`config.mk`:
```
export PLATFORM = sky130hd
export DESIGN_NAME = spi_irq_collect
export DESIGN_NICKNAME = d
export VERILOG_FILES = /design/src/rtl/spi_irq_pkg.sv /design/src/rtl/spi_irq_evt_map.sv /design/src/rtl/spi_irq_sts_reg.sv /design/src/rtl/spi_irq_collect.sv
export SDC_FILE = /design/constraint.sdc
export NUM_CORES = 1
export LEC_CHECK = 0
export BUFFER_PORTS_ARGS = -buffer_cell sky130_fd_sc_hd__buf_4
export CORE_MARGIN = 2
export CORE_UTILIZATION = 42
export DETAILED_ROUTE_END_ITERATION = 10
export PLACE_DENSITY_LB_ADDON = 0.15
export SETUP_SLACK_MARGIN = 0.4
export SYNTH_ARGS = -nofsm -noshare
export SYNTH_HDL_FRONTEND = slang
export SYNTH_SLANG_ARGS = --single-unit
```
`constraint.sdc`:
```
create_clock -name clk -period 1.56 [get_ports clk]
set_input_delay 0.156 -clock clk [delete_from_list [all_inputs] [get_ports clk]]
set_output_delay 0.156 -clock clk [all_outputs]
set_load 0.02 [all_outputs]
```
`src/rtl/spi_irq_pkg.sv`:
```
// Shared constants for the SPI interrupt collector.
// Assumes at most four channels, each with a 4-bit lane starting at bit 0.
package spi_irq_pkg;
    localparam int STS_W        = 32;
    localparam int LANE_W       = 4;
    localparam int OFS_TX_EMPTY = 0;
    localparam int OFS_TX_UNDR  = 1;
    localparam int OFS_RX_FULL  = 2;
    localparam int BIT_RX_OVF   = 3;
    localparam int BIT_WAKE     = 16;
    localparam int BIT_EOW      = 17;

    // Bits that carry an event for a given channel count.
    function automatic logic [STS_W-1:0] impl_mask(input int n_ch);
        logic [STS_W-1:0] m;
        m = '0;
        for (int c = 0; c < n_ch; c++) begin
            m[LANE_W*c + OFS_TX_EMPTY] = 1'b1;
            m[LANE_W*c + OFS_TX_UNDR]  = 1'b1;
            m[LANE_W*c + OFS_RX_FULL]  = 1'b1;
        end
        m[BIT_RX_OVF] = 1'b1;
        m[BIT_WAKE]   = 1'b1;
        m[BIT_EOW]    = 1'b1;
        return m;
    endfunction
endpackage

```
`src/rtl/spi_irq_evt_map.sv`:
```
// Maps raw event pulses onto status bit positions, applying channel gating,
// the slave-only overflow rule and the test-force strobe.
// Assumes event inputs are single-cycle pulses in the clk domain.
module spi_irq_evt_map
    import spi_irq_pkg::*;
#(
    parameter int NUM_CH = 4
) (
    input  logic              clk,
    input  logic              rst_n,
    input  logic [NUM_CH-1:0] ch_enable,
    input  logic              slave_mode,
    input  logic [NUM_CH-1:0] ev_tx_empty,
    input  logic [NUM_CH-1:0] ev_tx_undr,
    input  logic [NUM_CH-1:0] ev_rx_full,
    input  logic              ev_rx_ovf,
    input  logic              ev_eow,
    input  logic              ev_wake,
    input  logic              test_force,
    output logic [STS_W-1:0]  set_vec
);
    localparam logic [STS_W-1:0] MASK = impl_mask(NUM_CH);

    logic [NUM_CH-1:0][2:0] lane_hit;

    // One gated lane per channel.
    for (genvar c = 0; c < NUM_CH; c++) begin : g_lane
        assign lane_hit[c][0] = ch_enable[c] & ev_tx_empty[c];
        assign lane_hit[c][1] = ch_enable[c] & ev_tx_undr[c];
        assign lane_hit[c][2] = ch_enable[c] & ev_rx_full[c];
    end

    // Assemble the set vector from lanes, module-wide events and force.
    always_comb begin
        set_vec = '0;
        for (int c = 0; c < NUM_CH; c++) begin
            set_vec[LANE_W*c + OFS_TX_EMPTY] = lane_hit[c][0];
            set_vec[LANE_W*c + OFS_TX_UNDR]  = lane_hit[c][1];
            set_vec[LANE_W*c + OFS_RX_FULL]  = lane_hit[c][2];
        end
        set_vec[BIT_RX_OVF] = ev_rx_ovf & slave_mode & ch_enable[0];
        set_vec[BIT_WAKE]   = ev_wake;
        set_vec[BIT_EOW]    = ev_eow;
        if (test_force) set_vec = set_vec | MASK;
    end

    AST_OVF_GATED: assert property (@(posedge clk) disable iff (!rst_n)
        (!(slave_mode && ch_enable[0]) && !test_force) |-> !set_vec[BIT_RX_OVF]);
    AST_CH0_DISABLED_QUIET: assert property (@(posedge clk) disable iff (!rst_n)
        (!ch_enable[0] && !test_force) |-> (set_vec[2:0] == 3'b000));
endmodule

```
`src/rtl/spi_irq_sts_reg.sv`:
```
// Sticky status register: set has priority over write-1-to-clear,
// and bits outside the implemented mask never hold a 1.
module spi_irq_sts_reg
    import spi_irq_pkg::*;
#(
    parameter logic [STS_W-1:0] MASK = '1
) (
    input  logic             clk,
    input  logic             rst_n,
    input  logic [STS_W-1:0] set_vec,
    input  logic             clr_wr,
    input  logic [STS_W-1:0] clr_data,
    output logic [STS_W-1:0] sts_q
);
    logic [STS_W-1:0] clr_vec;

    // Clear pattern is live only on a write strobe.
    assign clr_vec = clr_wr ? clr_data : '0;

    // Update status: clear first, then set so events win.
    always_ff @(posedge clk) begin
        if (!rst_n) sts_q <= '0;
        else        sts_q <= ((sts_q & ~clr_vec) | set_vec) & MASK;
    end

    AST_UNIMPL_ZERO: assert property (@(posedge clk) disable iff (!rst_n)
        (sts_q & ~MASK) == '0);
    AST_W1C_CLEARS: assert property (@(posedge clk) disable iff (!rst_n)
        clr_wr |=> ((sts_q & $past(clr_data & ~set_vec)) == '0));
    AST_ZERO_KEEPS: assert property (@(posedge clk) disable iff (!rst_n)
        clr_wr |=> ((sts_q & $past(~clr_data & sts_q)) == $past(~clr_data & sts_q)));
    AST_EVENT_WINS: assert property (@(posedge clk) disable iff (!rst_n)
        1'b1 |=> ((sts_q & $past(set_vec & MASK)) == $past(set_vec & MASK)));
endmodule

```
`src/rtl/spi_irq_collect.sv`:
```
// Top of the SPI interrupt collector: event mapping, sticky status,
// enable register and the registered combined interrupt.
// Assumes one clock domain and a synchronous active-low reset.
module spi_irq_collect
    import spi_irq_pkg::*;
#(
    parameter int NUM_CH = 4
) (
    input  logic              clk,
    input  logic              rst_n,
    input  logic [NUM_CH-1:0] ch_enable,
    input  logic              slave_mode,
    input  logic [NUM_CH-1:0] ev_tx_empty,
    input  logic [NUM_CH-1:0] ev_tx_undr,
    input  logic [NUM_CH-1:0] ev_rx_full,
    input  logic              ev_rx_ovf,
    input  logic              ev_eow,
    input  logic              ev_wake,
    input  logic              test_force,
    input  logic              sts_wr,
    input  logic              en_wr,
    input  logic [STS_W-1:0]  wdata,
    output logic [STS_W-1:0]  sts_rdata,
    output logic [STS_W-1:0]  en_rdata,
    output logic              irq
);
    localparam logic [STS_W-1:0] MASK = impl_mask(NUM_CH);

    logic [STS_W-1:0] set_vec;
    logic [STS_W-1:0] sts_q;
    logic [STS_W-1:0] en_q;

    spi_irq_evt_map #(.NUM_CH(NUM_CH)) u_map (
        .clk         (clk),
        .rst_n       (rst_n),
        .ch_enable   (ch_enable),
        .slave_mode  (slave_mode),
        .ev_tx_empty (ev_tx_empty),
        .ev_tx_undr  (ev_tx_undr),
        .ev_rx_full  (ev_rx_full),
        .ev_rx_ovf   (ev_rx_ovf),
        .ev_eow      (ev_eow),
        .ev_wake     (ev_wake),
        .test_force  (test_force),
        .set_vec     (set_vec)
    );

    spi_irq_sts_reg #(.MASK(MASK)) u_sts (
        .clk      (clk),
        .rst_n    (rst_n),
        .set_vec  (set_vec),
        .clr_wr   (sts_wr),
        .clr_data (wdata),
        .sts_q    (sts_q)
    );

    // Enable register: whole-word write, unimplemented bits held at 0.
    always_ff @(posedge clk) begin
        if (!rst_n)     en_q <= '0;
        else if (en_wr) en_q <= wdata & MASK;
    end

    // Combined interrupt, registered one cycle behind status and enable.
    always_ff @(posedge clk) begin
        if (!rst_n) irq <= 1'b0;
        else        irq <= |(sts_q & en_q);
    end

    assign sts_rdata = sts_q;
    assign en_rdata  = en_q;

    AST_IRQ_RISES: assert property (@(posedge clk) disable iff (!rst_n)
        (|(sts_rdata & en_rdata)) |=> irq);
    AST_IRQ_FALLS: assert property (@(posedge clk) disable iff (!rst_n)
        !(|(sts_rdata & en_rdata)) |=> !irq);
    AST_FORCE_ALL: assert property (@(posedge clk) disable iff (!rst_n)
        (test_force && !sts_wr) |=> (sts_rdata == MASK));
    AST_EN_WRITE: assert property (@(posedge clk) disable iff (!rst_n)
        en_wr |=> (en_rdata == ($past(wdata) & MASK)));
endmodule

```
Word level (Yosys, flattened, before mapping) --
Cells that the tools add are included.
Word-level totals: output and inout bits 65, logic and storage cells 24, bits in registers 31, bits of input ports 57
Operators by class: multiplexer cells 2, reductions and logical operators 1, bitwise operators 18
Operators with widths (number):
- 18-bit bitwise AND | 2
- 18-bit 2-to-1 mux | 2
- 32-bit OR reduction | 1
- 18-bit NOT | 1
- 18-bit bitwise OR | 1
- 1-bit bitwise AND | 14

Logic depth before layout (Yosys ltp) --
Gate-level depths: netlist (run 1).
word-level depth 4, gate-level depth with buffers 4

By module --
From an unflattened synthesis (run 1), not the netlist that was laid out.
Unflattened totals: cells, all modules 191, area total of the unflattened synthesis 1725.4 µm²
By module, submodules not included:
- spi_irq_collect | times used 1, area an instance 795.8 µm², cells each 77
- spi_irq_sts_reg | times used 1, area an instance 673.1 µm², cells each 80
- spi_irq_evt_map | times used 1, area an instance 256.5 µm², cells each 34

Worst setup path after synthesis (run 1) --
Ideal clock, no wire load.
path kind flip-flop to flip-flop, start point reg u_sts.sts_q[9], end point reg irq, data required time 1445 ps, data arrival time 957 ps, path buffers 0, cell stages (with the launch flop) 4, clock period less this slack 1072 ps, slack 488 ps, cell sequence dfxtp_1 > a222oi_1 > nand3_1 > o21a_1
On the way: longest elaborated chain between the ends 2
Ends and longest elaborated chain:
- from (decl) | line spi_irq_sts_reg.sv:13 | output logic [STS_W-1:0] sts_q
- from (signal assigned) | line spi_irq_sts_reg.sv:23 | else sts_q <= ((sts_q & ~clr_vec) | set_vec) & MASK;
- 18-bit bitwise AND | line spi_irq_collect.sv:66 | else irq <= |(sts_q & en_q);
- 32-bit OR reduction | line spi_irq_collect.sv:66
- to (signal assigned) | line spi_irq_collect.sv:66
- to (decl) | line spi_irq_collect.sv:25 | output logic irq
No other way between the ends. A chain may end at the register's enable or synchronous reset.

Final worst setup path (run 1) --
Ends and elaborated chain as after synthesis.

==> results of run 1 <==
## per-stage QoR
step                      setup WS (ns)  instance area, sq um  hold WS (ns)  power [mW]
after floorplan                  0.4885                  1653        0.2882       1.232
after global placement           0.5186                  1934        0.3723       1.359
after detailed placement         0.4674                  1934        0.3759       1.368
after CTS                        0.4615                  1984       0.03079       1.801
after global routing             0.4109                  1984       0.04147       1.871
final                            0.4893                  1984       0.04532       1.783
## layer usage
metal	vias to the layer above	part of all wire
met4	0	0.017
met2	79	0.49
met5	-	0
met3	8	0.092
li1	616	-
met1	595	0.40
## cell usage after synthesis
master | count | area [sq um]
clkbuf_1 | 3 | 11.26
nand4_1 | 1 | 6.260
a21boi_1 | 2 | 15.01
buf_2 | 1 | 5.000
nor2b_1 | 27 | 168.9
mux2i_1 | 15 | 150.1
o31a_1 | 2 | 17.52
buf_6 | 2 | 22.52
o21a_1 | 1 | 7.510
buf_4 | 35 | 262.8
a22oi_1 | 6 | 45.04
conb_1 | 1 | 3.750
dfxtp_1 | 31 | 620.6
a221oi_1 | 11 | 96.34
a222oi_1 | 1 | 10.01
nand3_1 | 2 | 10.01
nand2_1 | 13 | 48.80
a221oi_2 | 1 | 15.01
a21boi_0 | 1 | 7.510
a21oi_1 | 1 | 5.000
## kinds of logic after synthesis
logic type	count (synthesis)	synth area share
simple gates	43	0.1530
buf+inv	41	0.1972
flops	31	0.4059
compound gates	26	0.1432
mux	15	0.09820
other cells	1	0.002453
## state kept, by name, indices dropped and copies added, names as in the netlist
register	count
irq	1
en_rdata	15
u_sts.sts_q	15
## worst reg2reg max path: cells and delay by family (launching register included)
family / cells / cell delay [ns]
AO/OA/AOI/OAI: 2 / 0.50
AND/OR/NAND/NOR: 1 / 0.13
flip-flops: 1 / 0.34
## area by class of cell
cell class,count,area share
timing repair buffer,70,0.2648
multi-input combinational,118,0.3682
tap,46,0.02900
sequential,31,0.3127
clock buffer,7,0.02270
clock inverter,1,0.002522
## path summary, 6_finish.rpt
| path | slack [ns] | depth (start not counted) | to | startpoint |
|---|---|---|---|---|
| worst max-delay path | 0.49 | 3 | irq | u_sts.sts_q[9] |
| worst min-delay path | 0.05 | 2 | u_sts.sts_q[16] | ev_wake |
| worst max register to register | 0.49 | 3 | irq | u_sts.sts_q[9] |
| worst min register to register | 0.54 | 2 | en_rdata[4] | en_rdata[4] |
## power by group through the flow
stage	combinational [mW]	clock [mW]	sequential (mW)
global placement	0.451	0	0.908
CTS	0.458	0.450	0.893
finish	0.455	0.434	0.894
detailed placement	0.457	0	0.911
global route	0.489	0.478	0.903
floorplan	0.261	0	0.971
## cell usage in the layout (no fill, tap or decap)
master / instances
buf_4: 70
conb_1: 34
dfxtp_1: 31
nor2b_1: 27
mux2i_1: 15
nand2_1: 13
a221oi_1: 11
a22oi_1: 6
clkbuf_4: 5
nand3_1: 2
a21boi_1: 2
o31a_1: 2
clkbuf_1: 2
a21oi_1: 1
a21boi_0: 1
nand4_1: 1
a222oi_1: 1
o21a_1: 1
a221oi_2: 1
clkinv_2: 1
==> metrics.csv, run 1 <==
metric;value;unit
run_status;completed;
register_area;620.6;sq um
ys_warn_count;0;
initial_utilization;0.4476;
netSwitchingPower;0.5614;mW
cp_cell_sequence;a222oi_1, nand3_1, o21a_1;
core_region_area;3416;sq um
timing.clock.skew;0.005943;ns
maximum_level_of_the_cts_h_tree;2;
grt_pass1_vias;1188;
final_setup_tns;0;ns
dp_cells;265;
maxSlewViolCount;0;
drt.antenna.violating_nets;0;
remaining_drc_errors;0;
number_of_vias_after_detailed_routing;1298;
cts_setup_buffers;0;
use_met2;0.3060;
syn-cell-area;1529;sq um
grt_util_met3;0.05634;
detailedPlacementHpwl;2717;um
via_per_inst;4.755;
rsz0062_at_grt;no;
grt_max_degree;32;
antenna_found_initial;0;
cts_max_path_buffers;2;
die_width;64.34;um
clock_sinks;31;
gr-max-usage-layer;met2;
clock_tree_from_tritoncts;done;
cellPowerDensity;898.5;nW/um^2
clockRootBuffer;clkbuf_4;
power_leakage;0.9715;nW
comb_power_share;0.255;
clk_pin_slew;0.09;ns
final_cells;273;
p_sw_frac;0.3149;
worstPathArrival;1.30;ns
synthCells;157;
share_of_layout_cells_above_drive_strength_1;0.3392;
gr-usage-met1;0.2104;
ioPinCount;122;
detail_route.wirelength;3679;um
n_antenna_cell;0;
internal_power;1.222;mW
timing.final.crit_share;0.6864;
layout.filler_cells;314;
ys_seq_elements;31;
cts_buffers;5;
post_cts.resized_instances;0;
grt_usage;0.1814;
insertion_delay;0.33;ns
final_period_minus_worst_setup_slack;1.071;ns
drtPass1Iterations;4;
maxcap_viol_count;0;
globalplace.congestion;0.7301;
die_footprint;4139;sq um
yosys.cell_types.count;20;
timing.fmax;934.0;MHz
worst-endpoint-required;1.79;ns
nets;283;
criticalPathCategory;reg -> reg;
critPathCaptureType;flop;
hold_class;in -> reg;
area_growth;29.79;%
hold_viol;0;
fin_util;0.5810;
ctsHoldBuffers;0;
port_buffers;70;
path_delay_family;compound AO/OA/AOI/OAI gates;
finalSetupViolCount;0;
worst_setup_path_start_kind;flop;
grt_remaining_overflow;0;
multi_input_area;730.7;sq um
yosysSeqAreaShare;0.4059;
portion_of_total_power_attributed_to_sequential_cells;0.501;
cell_with_the_largest_stage_delay_on_the_worst_path;dfxtp_1;
first_pass_grt_wire_length;5664;um
worstPathBufferInverterCount;0;
share_clk_of_total_power;0.244;
worst-path-max-fanout;3;
post_synth.cell_area_avg;9.739;sq um
fp.dieH;64.34;um
rows;21;
avgRoutedWirePerCell;13.48;um
crit_path_max_incr_delay;0.34;ns
worst_ir_drop_vdd;0.5799;mV
drt_first_iter_violations;42;
Note: power is estimated with default switching activity, not from simulation.
==> run 2: changes to the inputs <==
CORE_UTILIZATION = 35   (was 42)
clock period = 0.9 ns   (was 1.56 ns; I/O delays follow)
==> run 2 against run 1 <==
  * The run now ends with negative setup slack left
  * Sequential share of layout area decreased by 5.3 points
  * Final cell count increased by 14%
  * Non-clock buffer count increased by 32
  * Via count increased by 5.9%
  * Power increased by 110%
  * Critical endpoint unchanged
  * Critical path type unchanged
==> metrics.csv, run 2 (same netlist as run 1, synthesis figures left out) <==
metric;value;unit
fin_hold_ws;0.03104;ns
share_of_layout_cells_above_drive_strength_1;0.5869;
timing.critical_path.from;u_sts.sts_q[9];
timing.clock.skew;0.004064;ns
fin_util;0.6192;
maximum_level_of_the_cts_h_tree;2;
timing.final.crit_share;1.138;
most_frequent_cells_in_the_layout;61 x buf_6, 41 x buf_4, 34 x conb_1;
hold_class;in -> reg;
drt.antenna.violating_nets;0;
die_footprint;4913;sq um
cts_buffers;5;
violations_in_the_final_reports;negative setup slack;
maxSlewViolCount;0;
clock_sinks;31;
n_antenna_cell;0;
first_pass_grt_wire_length;6334;um
dp_cells;300;
avgRoutedWirePerCell;13.25;um
worst-path-max-fanout;2;
layout_commonest_cell;buf_6;
worst_r2r_endpoint;irq;
worst_ir_drop_vdd;0.9571;mV
grt_max_degree;32;
initial_utilization;0.3561;
grt_util_met3;0.03319;
layout.filler_cells;371;
setup.worst_path.end;irq;
via_per_inst;4.421;
clockRootBuffer;clkbuf_8;
grt_usage;0.1653;
drt_first_iter_violations;42;
hold_viol;0;
clk_pin_slew;0.06;ns
clock_tree_from_tritoncts;done;
worst-r2r-setup-slack;-0.12;ns
rsz0062_at_grt;yes;
number_of_vias_after_detailed_routing;1375;
final_setup_tns;-0.8025;ns
final_period_minus_worst_setup_slack;1.024;ns
grt_remaining_overflow;0;
rows;24;
detailedPlacementHpwl;2992;um
nets;315;
whs_path_depth;2;
die_width;70.10;um
critical_path.reg2reg.startpoint;u_sts.sts_q[9];
grt_pass1_vias;1304;
globalplace.congestion;0.7227;
critPathCaptureType;flop;
timing.fmax;976.1;MHz
gr-max-usage-layer;met2;
remaining_drc_errors;0;
place_worst_setup_slack;-0.1241;ns
run_status;finished, violations left;
criticalPathCategory;reg -> reg;
use_met2;0.2815;
final_cells;311;
core_region_area;4294;sq um
cellPowerDensity;1413;nW/um^2
gr-usage-met1;0.2046;
cts_max_path_buffers;2;
final_critical_path_setup_slack;-0.1244;ns
detail_route.wirelength;4121;um
fp.dieH;70.10;um
worstPathArrival;1.20;ns
power_leakage;1.247;nW
timing.reg2reg.worst_path_depth;3;
finalSetupViolCount;30;
antenna_found_initial;0;
ioPinCount;122;
drtPass1Iterations;4;
worst_setup_path_start_kind;flop;
insertion_delay;0.27;ns
area_growth;73.90;%
worst-endpoint-required;1.07;ns
maxcap_viol_count;0;
port_buffers;70;
==> run 2: report_power, final <==
| part | switching, mW | leakage (nW) | internal [mW] | total, mW |
|---|---|---|---|---|
| Sequential | 0.0678 | 0.270 | 1.47 | 1.54 |
| Combinational | 0.550 | 0.931 | 0.588 | 1.14 |
| Clock | 0.465 | 0.0459 | 0.611 | 1.08 |
| Total | 1.08 | 1.25 | 2.67 | 3.76 |
==> run 2: area by class of cell <==
type | instances | area, sq um | share of cell area
flip-flops and latches | 31 | 690.7 | 0.2598
repair buffers | 102 | 994.7 | 0.3741
well taps | 52 | 65.06 | 0.02447
clock inverters | 1 | 3.754 | 0.001412
multi-input cells | 118 | 818.3 | 0.3078
clock buffers | 7 | 86.33 | 0.03247
==> run 2: per-stage QoR <==
| stage | total power, mW | instance area (sq um) |
|---|---|---|
| finish | 3.756 | 2659 |
| global route | 3.939 | 2659 |
| CTS | 3.774 | 2614 |
| detailed placement | 2.543 | 2302 |
| global placement | 2.537 | 2302 |
| floorplan | 2.179 | 1812 |
==> run 2: worst min-delay path by stage <==
stage	startpoint	to	slack (ns)
floorplan	ev_wake	u_sts.sts_q[16]	0.22
global placement	ev_eow	u_sts.sts_q[17]	0.31
detailed placement	ev_wake	u_sts.sts_q[16]	0.31
CTS	ev_eow	u_sts.sts_q[17]	0.02
global route	ev_eow	u_sts.sts_q[17]	0.03
finish	ev_eow	u_sts.sts_q[17]	0.03
==> run 2: worst max-delay path, cell delays in order, from the launching register on <==
cell and delay (ns):
dfxtp_4 0.34, a222oi_1 0.29, nand3_1 0.11, o21a_1 0.17
==> run 2: routing by layer <==
layer	wire, um	up-vias
li1	-	681
met1	1653	641
met2	2229	51
met3	202	2
met4	36	0
met5	0	-
==> run 2: repair_timing <==
item | in CTS | in global routing
hold buffers | 0 | 0
resized for setup | 60 | 4
buffers inserted | 0 | 3
setup endpoints to repair | 62 | 62
pin swaps | 1 | 0
